$ cat src/rtl/sramwin_pkg.sv
package sramwin_pkg;
    typedef enum logic [1:0] {
        ACC_RW = 2'd0,
        ACC_WO = 2'd1,
        ACC_RO = 2'd2
    } acc_mode_e;

    typedef enum logic [2:0] {
        ST_IDLE  = 3'd0,
        ST_WACK  = 3'd1,
        ST_RADDR = 3'd2,
        ST_RLAT  = 3'd3,
        ST_RACK  = 3'd4
    } win_state_e;

    localparam logic [1:0] RESP_OKAY = 2'b00;
endpackage

$ cat src/rtl/sramwin_decode.sv
module sramwin_decode #(
    parameter int                ADDR_W   = 16,
    parameter int                DEPTH    = 16,
    parameter int                EL_W     = 4,
    parameter logic [ADDR_W-1:0] WIN_BASE = 16'h0040
) (
    input  logic [ADDR_W-1:0] addr_i,
    output logic              hit_o,
    output logic [EL_W-1:0]   idx_o
);
    localparam logic [ADDR_W-1:0] SPAN = ADDR_W'(4 * DEPTH);

    logic [ADDR_W-1:0] off;
    logic              unused_bits;

    assign off         = addr_i - WIN_BASE;
    assign hit_o       = (addr_i >= WIN_BASE) && (off < SPAN);
    assign idx_o       = off[EL_W+1:2];
    assign unused_bits = ^{off[ADDR_W-1:EL_W+2], off[1:0]};
endmodule

$ cat src/rtl/sram_window_bank.sv
module sram_window_bank
    import sramwin_pkg::*;
#(
    parameter int                ADDR_W   = 16,
    parameter int                DATA_W   = 32,
    parameter int                DEPTH    = 16,
    parameter logic [ADDR_W-1:0] WIN_BASE = 16'h0040,
    parameter acc_mode_e         MODE     = ACC_RW,
    localparam int               STRB_W   = DATA_W / 8,
    localparam int               EL_W     = (DEPTH > 1) ? $clog2(DEPTH) : 1
) (
    input  logic              clk,
    input  logic              rst_n,
    input  logic [ADDR_W-1:0] s_awaddr,
    input  logic              s_awvalid,
    output logic              s_awready,
    input  logic [DATA_W-1:0] s_wdata,
    input  logic [STRB_W-1:0] s_wstrb,
    input  logic              s_wvalid,
    output logic              s_wready,
    output logic [1:0]        s_bresp,
    output logic              s_bvalid,
    input  logic              s_bready,
    input  logic [ADDR_W-1:0] s_araddr,
    input  logic              s_arvalid,
    output logic              s_arready,
    output logic [DATA_W-1:0] s_rdata,
    output logic [1:0]        s_rresp,
    output logic              s_rvalid,
    input  logic              s_rready,
    output logic [EL_W-1:0]   mem_addr,
    output logic [DATA_W-1:0] mem_wdata,
    output logic [STRB_W-1:0] mem_we,
    input  logic [DATA_W-1:0] mem_rdata
);
    localparam bit CAN_WRITE = (MODE != ACC_RO);
    localparam bit CAN_READ  = (MODE != ACC_WO);

    win_state_e      st_q, st_d;
    logic            w_hit, r_hit;
    logic [EL_W-1:0] w_idx, r_idx;
    logic            wr_go, rd_go;

    sramwin_decode #(.ADDR_W(ADDR_W), .DEPTH(DEPTH), .EL_W(EL_W), .WIN_BASE(WIN_BASE))
        u_wdec (.addr_i(s_awaddr), .hit_o(w_hit), .idx_o(w_idx));

    sramwin_decode #(.ADDR_W(ADDR_W), .DEPTH(DEPTH), .EL_W(EL_W), .WIN_BASE(WIN_BASE))
        u_rdec (.addr_i(s_araddr), .hit_o(r_hit), .idx_o(r_idx));

    // State register
    always_ff @(posedge clk) begin
        if (!rst_n) st_q <= ST_IDLE;
        else        st_q <= st_d;
    end

    // Next state and handshake outputs
    always_comb begin
        st_d      = st_q;
        s_awready = 1'b0;
        s_wready  = 1'b0;
        s_arready = 1'b0;
        wr_go     = 1'b0;
        rd_go     = 1'b0;
        unique case (st_q)
            ST_IDLE: begin
                if (s_awvalid && s_wvalid) begin
                    s_awready = 1'b1;
                    s_wready  = 1'b1;
                    wr_go     = 1'b1;
                    st_d      = ST_WACK;
                end else begin
                    s_arready = 1'b1;
                    if (s_arvalid) begin
                        rd_go = 1'b1;
                        st_d  = (r_hit && CAN_READ) ? ST_RADDR : ST_RACK;
                    end
                end
            end
            ST_WACK:  if (s_bready) st_d = ST_IDLE;
            ST_RADDR: st_d = ST_RLAT;
            ST_RLAT:  st_d = ST_RACK;
            ST_RACK:  if (s_rready) st_d = ST_IDLE;
            default:  st_d = ST_IDLE;
        endcase
    end

    assign s_bvalid = (st_q == ST_WACK);
    assign s_rvalid = (st_q == ST_RACK);
    assign s_bresp  = RESP_OKAY;
    assign s_rresp  = RESP_OKAY;

    // Registered SRAM-side and read-data outputs
    always_ff @(posedge clk) begin
        if (!rst_n) begin
            mem_addr  <= '0;
            mem_wdata <= '0;
            mem_we    <= '0;
            s_rdata   <= '0;
        end else begin
            mem_we <= '0;
            if (wr_go && w_hit) begin
                mem_addr  <= w_idx;
                mem_wdata <= s_wdata;
                if (CAN_WRITE) mem_we <= s_wstrb;
            end
            if (rd_go) begin
                s_rdata <= '0;
                if (r_hit && CAN_READ) mem_addr <= r_idx;
            end
            if (st_q == ST_RLAT) s_rdata <= mem_rdata;
        end
    end

    // Assertions
    assert_we_single_R3: assert property (@(posedge clk) disable iff (!rst_n)
        (mem_we != '0) |=> (mem_we == '0));

    assert_we_follows_hs_R3: assert property (@(posedge clk) disable iff (!rst_n)
        (s_awvalid && s_awready && s_wvalid && s_wready && w_hit && CAN_WRITE)
        |=> (mem_we == $past(s_wstrb) && s_bvalid));

    assert_ro_silent_R8: assert property (@(posedge clk) disable iff (!rst_n)
        (!CAN_WRITE) |-> (mem_we == '0));

    assert_miss_nowe_R9: assert property (@(posedge clk) disable iff (!rst_n)
        (s_awvalid && s_awready && !w_hit) |=> (mem_we == '0));

    assert_rd_latency_R5: assert property (@(posedge clk) disable iff (!rst_n)
        (s_arvalid && s_arready && r_hit && CAN_READ)
        |-> ##3 (s_rvalid && s_rdata == $past(mem_rdata)));

    assert_rd_zero_R7: assert property (@(posedge clk) disable iff (!rst_n)
        (s_arvalid && s_arready && !(r_hit && CAN_READ)) |=> (s_rvalid && s_rdata == '0));

    assert_one_outstanding_R6: assert property (@(posedge clk) disable iff (!rst_n)
        (s_rvalid || s_bvalid) |-> (!s_arready && !s_awready && !s_wready));

    assert_wr_first_R10: assert property (@(posedge clk) disable iff (!rst_n)
        (s_awready && s_wready) |-> !s_arready);

    assert_okay_R11: assert property (@(posedge clk) disable iff (!rst_n)
        (s_bvalid || s_rvalid) |-> (s_bresp == 2'b00 && s_rresp == 2'b00));
endmodule

$ cat config.mk
export PLATFORM = sky130hd
export DESIGN_NAME = sram_window_bank
export DESIGN_NICKNAME = d
export VERILOG_FILES = /design/src/rtl/sramwin_pkg.sv /design/src/rtl/sramwin_decode.sv /design/src/rtl/sram_window_bank.sv
export SDC_FILE = /design/constraint.sdc
export NUM_CORES = 1
export LEC_CHECK = 0
export BUFFER_PORTS_ARGS = -buffer_cell sky130_fd_sc_hd__buf_2
export CAP_MARGIN = 20
export CORE_MARGIN = 8
export CORE_UTILIZATION = 31
export CTS_CLUSTER_SIZE = 30
export DETAILED_ROUTE_END_ITERATION = 10
export PLACE_DENSITY_LB_ADDON = 0.3
export SYNTH_ARGS = -nofsm -noshare
export SYNTH_HDL_FRONTEND = slang
export SYNTH_SLANG_ARGS = --single-unit
$ cat constraint.sdc
create_clock -name clk -period 1.85 [get_ports clk]
set_input_delay 0.37 -clock clk [delete_from_list [all_inputs] [get_ports clk]]
set_output_delay 0.37 -clock clk [all_outputs]
set_load 0.02 [all_outputs]
# Word level (Yosys, flattened, before mapping)
# Index checks and enable logic that the tools add are counted.
word_totals:
  elab_cells: 44
  output_inout_bits: 81
  ff_bits: 75
  input_bits: 107
op_classes:
  magnitude_cmp: 4
  eq_ne: 7
  n_addsub: 2
  n_mux: 18
  reduce_logical: 8
op_table:
  columns: ["cell", "n"]
  rows:
  - ["32-bit two-way mux", 2]
  - ["16-bit by 7-bit greater-or-equal comparator with 1-bit output, second input constant", 2]
  - ["16-bit by 7-bit less-than comparator with 1-bit output, second input constant", 2]
  - ["16-bit by 7-bit subtractor with 16-bit output, second input constant", 2]
  - ["3-bit two-way mux", 5]
  - ["3-bit one-hot mux with 5 select lines", 1]
  - ["4-bit two-way mux", 3]
  - ["1-bit two-way mux", 7]
  - ["3-bit by 2-bit == test with 1-bit output, second input constant", 2]
  - ["1-bit logical AND", 4]
  - ["2-bit by 1-bit inequality test with 1-bit output, second input constant", 2]
  - ["3-bit by 1-bit == test with 1-bit output, second input constant", 1]
  - ["3-bit == test, second input constant", 1]
  - ["3-bit logical NOT", 1]
  - ["3-bit inequality test, second input constant", 1]
  - ["3-bit AND reduction", 1]
  - ["2-bit AND reduction", 1]
  - ["2-bit nonzero test", 1]

# Logic depth before layout (Yosys ltp)
logic_depth:
  ltp_word: 7
  mapped_depth: 6
  mapped_depth_nobuf: 4

# Cells and area by module
# From an unflattened synthesis, not the netlist that was laid out.
hier_totals:
  cells_unflattened: 407
  area_unflattened_um2: 3453.3
modules_own_cells:
  columns: ["mod", "cells_each", "instances", "seq_area_each_um2", "area_each_um2"]
  rows:
  - ["sram_window_bank", 393, 1, 1501.4, 3333.2]
  - ["sramwin_decode", 7, 2, 0.0, 60.1]

# Worst setup path before layout
# No wires, ideal clock.
synth_timing:
  path_kind: "in2reg"
  from: "in s_awvalid"
  to: "reg s_rdata[23]"
  path_stages: 5
  t_required_ps: 1735
  t_arrival_ps: 1504
  setup_ps: 115
  n_path_buf: 1
  setup_slack_ps: 231
  cell_sequence: "a2111oi_4 > and2_4 > buf_6 > o21ai_0 > and2_1"
synth_between:
  elab_chain_len: 4
synth_lines:
  columns: ["item", "line", "rtl"]
  rows:
  - ["start, declared", "sram_window_bank.sv:15", "input logic s_awvalid,"]
  - ["1-bit logical AND", "sram_window_bank.sv:66", "if (s_awvalid && s_wvalid) begin"]
  - ["1-bit two-way mux", "sram_window_bank.sv:66", null]
  - ["1-bit two-way mux", "sram_window_bank.sv:64", "unique case (st_q)"]
  - ["2-bit nonzero test (no line)", null, null]
  - ["end signal, assigned", "sram_window_bank.sv:110", "if (st_q == ST_RLAT) s_rdata <= mem_rdata;"]
  - ["end, declared", "sram_window_bank.sv:27", "output logic [DATA_W-1:0] s_rdata,"]
# Every way passes these cells.
# A chain may end at the register's enable or synchronous reset.

# Worst setup path in the final report
layout_timing:
  from: "reg st_q[1]"
  to: "out s_arready"
layout_between:
  elab_chain_len: 2
layout_lines:
  columns: ["item", "line", "rtl"]
  rows:
  - ["start, declared", "sram_window_bank.sv:39", "win_state_e st_q, st_d;"]
  - ["start signal, assigned", "sram_window_bank.sv:53", "else st_q <= st_d;"]
  - ["3-bit logical NOT", "sram_window_bank.sv:64", null]
  - ["1-bit two-way mux", "sram_window_bank.sv:64", null]
  - ["end, declared", "sram_window_bank.sv:26", "output logic s_arready,"]
# Every way passes these cells.

==> results.ini <==
[finish]
nNetsFinal = 622
drive_gt1_share_pct = 39.8
areaGrowthSynthToFinish_pct = 37.7
nFillCells = 1029
final_area_mm2 = 0.00432
insertedDiodeCount = 0

[clock_tree]
cts_hold_buf = 0
postCtsResizedCells = 0
clock_latency_ns = 0.34
cts_root_buffer = clkbuf_8
clock_path_buffers = 2
postCtsSetupRepairBufs = 0
cts_tree = yes
cts_buffers = 9
clkTransAtPathRegs_ns = 0.07
htreeDepth = 3
cts_num_sinks = 75

[drt]
wl_per_cell_um = 14.3
vias = 2873
drt-vias-per-instance = 4.40
drtPass1Iterations = 4
antenna_left = 0
drt_wl_total_um = 9370
drt_iter0_markers = 117
drc = 0

[placed_design]
post_dp_cell_area_mm2 = 0.00411
place_congestion = 0.735
hpwl_um = 7160
port_buffers = 179

[die]
die_w_um = 117
coreArea_mm2 = 0.00977
io_pins = 188
floorplan.initialDensity_pct = 32.1
die_area_mm2 = 0.0136
num_rows = 36
fp.dieH_um = 117

[global_routing]
use_met1_pct = 14.4
grt_pass1_wl_um = 14300
grt_pass1_vias = 2980
grt-ovfl-total = 0
gr-usage-met2_pct = 23.1
antenna_found_initial = 0
grt_util_met3_pct = 4.14
gr-usage-all-layers_pct = 13.4
grt_busiest_layer = met2
grt_max_degree = 39

[synthesis]
synth_common_cells = 75 x dfxtp_1, 65 x nand2_1, 36 x mux2i_1
yosysMostFrequentCell = dfxtp_1
synth-edff-count = 0
netlist.area_leader.share_pct = 47.9
yosysTopAreaCell = dfxtp_1
postSynthAreaPerCell_um2 = 9.13
seq_area_frac_synth_pct = 47.9
syn_inst = 343
synth.top_cells.by_area = dfxtp_1 48%, mux2i_1 12%, nand2_1 7.8%
syn_area_mm2 = 0.00313
ys.flop_type = dfxtp_1
yosys_warnings = 0
synthArstFlopShare_pct = 0
ys_ff_latch = 75
ys_types = 30

[timing]
hold_viol = 0
period_needed_ns = 1.78
timing.final.crit_share_pct = 96.4
finalClockSkew_ns = 0.00400
final-setup-viol-count = 0
tns_ns = 0
fmax_mhz = 561
drv_slew = 0
whs_ns = 0.265
grt_setup_unrepaired = false

[setup_path]
crit_path_max_fanout = 8
critPathCaptureType = output pin
criticalPathCategory = reg2out
arrival_ns = 1.41
slowest_stage = dfxtp_1
setup.worst_path.start_class = register
required_ns = 1.48
max_stage_delay_ns = 0.41
timing.critical_path.cells = a2111oi_4 -> buf_4 -> buf_2

[power_and_ir_drop]
power_leakage_uw = 0.00227
totalPowerFinal_uw = 3110
sw_frac_of_total_pct = 23.0
comb_power_share_pct = 7.5
intPower_uw = 2390
switching_power_uw = 713
share_seq_of_total_power_pct = 52.3
p_per_area_mw_per_mm2 = 720
p_clk_share_pct = 40.2
ir_drop_uv = 383

[run]
cap_violations = 0

[outcome]
outcome = finished, final reports clean

[hold_path]
hp-class = in2reg

[kinds of logic (layout without fill, tap and decap cells)]
logic type      Yosys count  after routing  share of synthesized area, %
mux                      36             36                          11.5
simple gates            158            158                          26.7
compound gates           45             45                          8.47
buf+inv                  28            202                          5.31
flops                    75             75                          47.9
other cells               1              4                         0.120
[state kept, by name, indices dropped and copies added (netlist names)]
signal and flops:
mem_addr 4, s_rdata 32, mem_we 4, st_q 3, mem_wdata 32
[layout make-up]
cell class	count	area (um^2)	share of cell area (%)
repair buffers	185	966	22.4
multi-input cells	243	1480	34.3
clock buffers	11	141	3.28
clock inverters	5	52.6	1.22
well taps	133	166	3.86
flip-flops and latches	75	1500	34.9
inverters	1	3.75	0.0870
[power by group through the flow]
stage	registers [uW]	clock network [uW]	logic, uW
global placement	1660	0	232
CTS	1620	1310	236
detailed placement	1660	0	234
finish	1620	1250	233
floorplan	1660	0	110
global route	1630	1380	258
[routing by layer]
layer | up-vias | wire [um]
met5 | - | 0
met4 | 0 | 199
met3 | 14 | 811
met2 | 100 | 4710
met1 | 1298 | 3650
li1 | 1461 | -
[path summary, 6_finish.rpt]
kind / from / endpoint / slack (ns) / cells after the start
max: st_q[1] / s_arready / 0.07 / 3
min: s_wstrb[0] / mem_we[0] / 0.26 / 2
max reg2reg: st_q[1] / s_rdata[17] / 0.28 / 4
min reg2reg: mem_wdata[4] / mem_wdata[4] / 0.52 / 2
[worst max-delay path: cells and delay by family, from the launching register on]
family | cells | cell delay (ns)
AOI/OAI and AO/OA | 1 | 0.33
buffers and inverters | 2 | 0.34
DFF | 1 | 0.41
[placed cells by master, fill, tap and decap left out, types with 2 or more instances in the layout]
| cell type | n |
|---|---|
| o31ai_1 | 4 |
| nor4_1 | 2 |
| nor2_1 | 5 |
| clkinv_2 | 3 |
| conb_1 | 4 |
| a21oi_1 | 6 |
| o31a_1 | 2 |
| nor2b_1 | 35 |
| nand2_1 | 65 |
| buf_4 | 4 |
| buf_2 | 179 |
| nor4b_1 | 2 |
| and3_1 | 5 |
| and2_1 | 32 |
| dfxtp_2 | 2 |
| buf_12 | 2 |
| mux2i_1 | 36 |
| nand4_1 | 2 |
| o21ai_0 | 31 |
| clkbuf_8 | 10 |
| nor3b_1 | 3 |
| dfxtp_1 | 73 |
[stage by stage]
stage | utilization (%) | instances | worst slack (ns)
6_report | 44.2 | 653 | 0.0671
5_1_grt | 44.2 | 653 | 0.00290
4_1_cts | 44.1 | 653 | 0.0159
3_5_place_dp | 42.1 | 637 | 0.130
3_3_place_gp | 42.1 | 637 | 0.161
2_1_floorplan | - | 346 | 0.231
(Power assumes the default switching activity.)
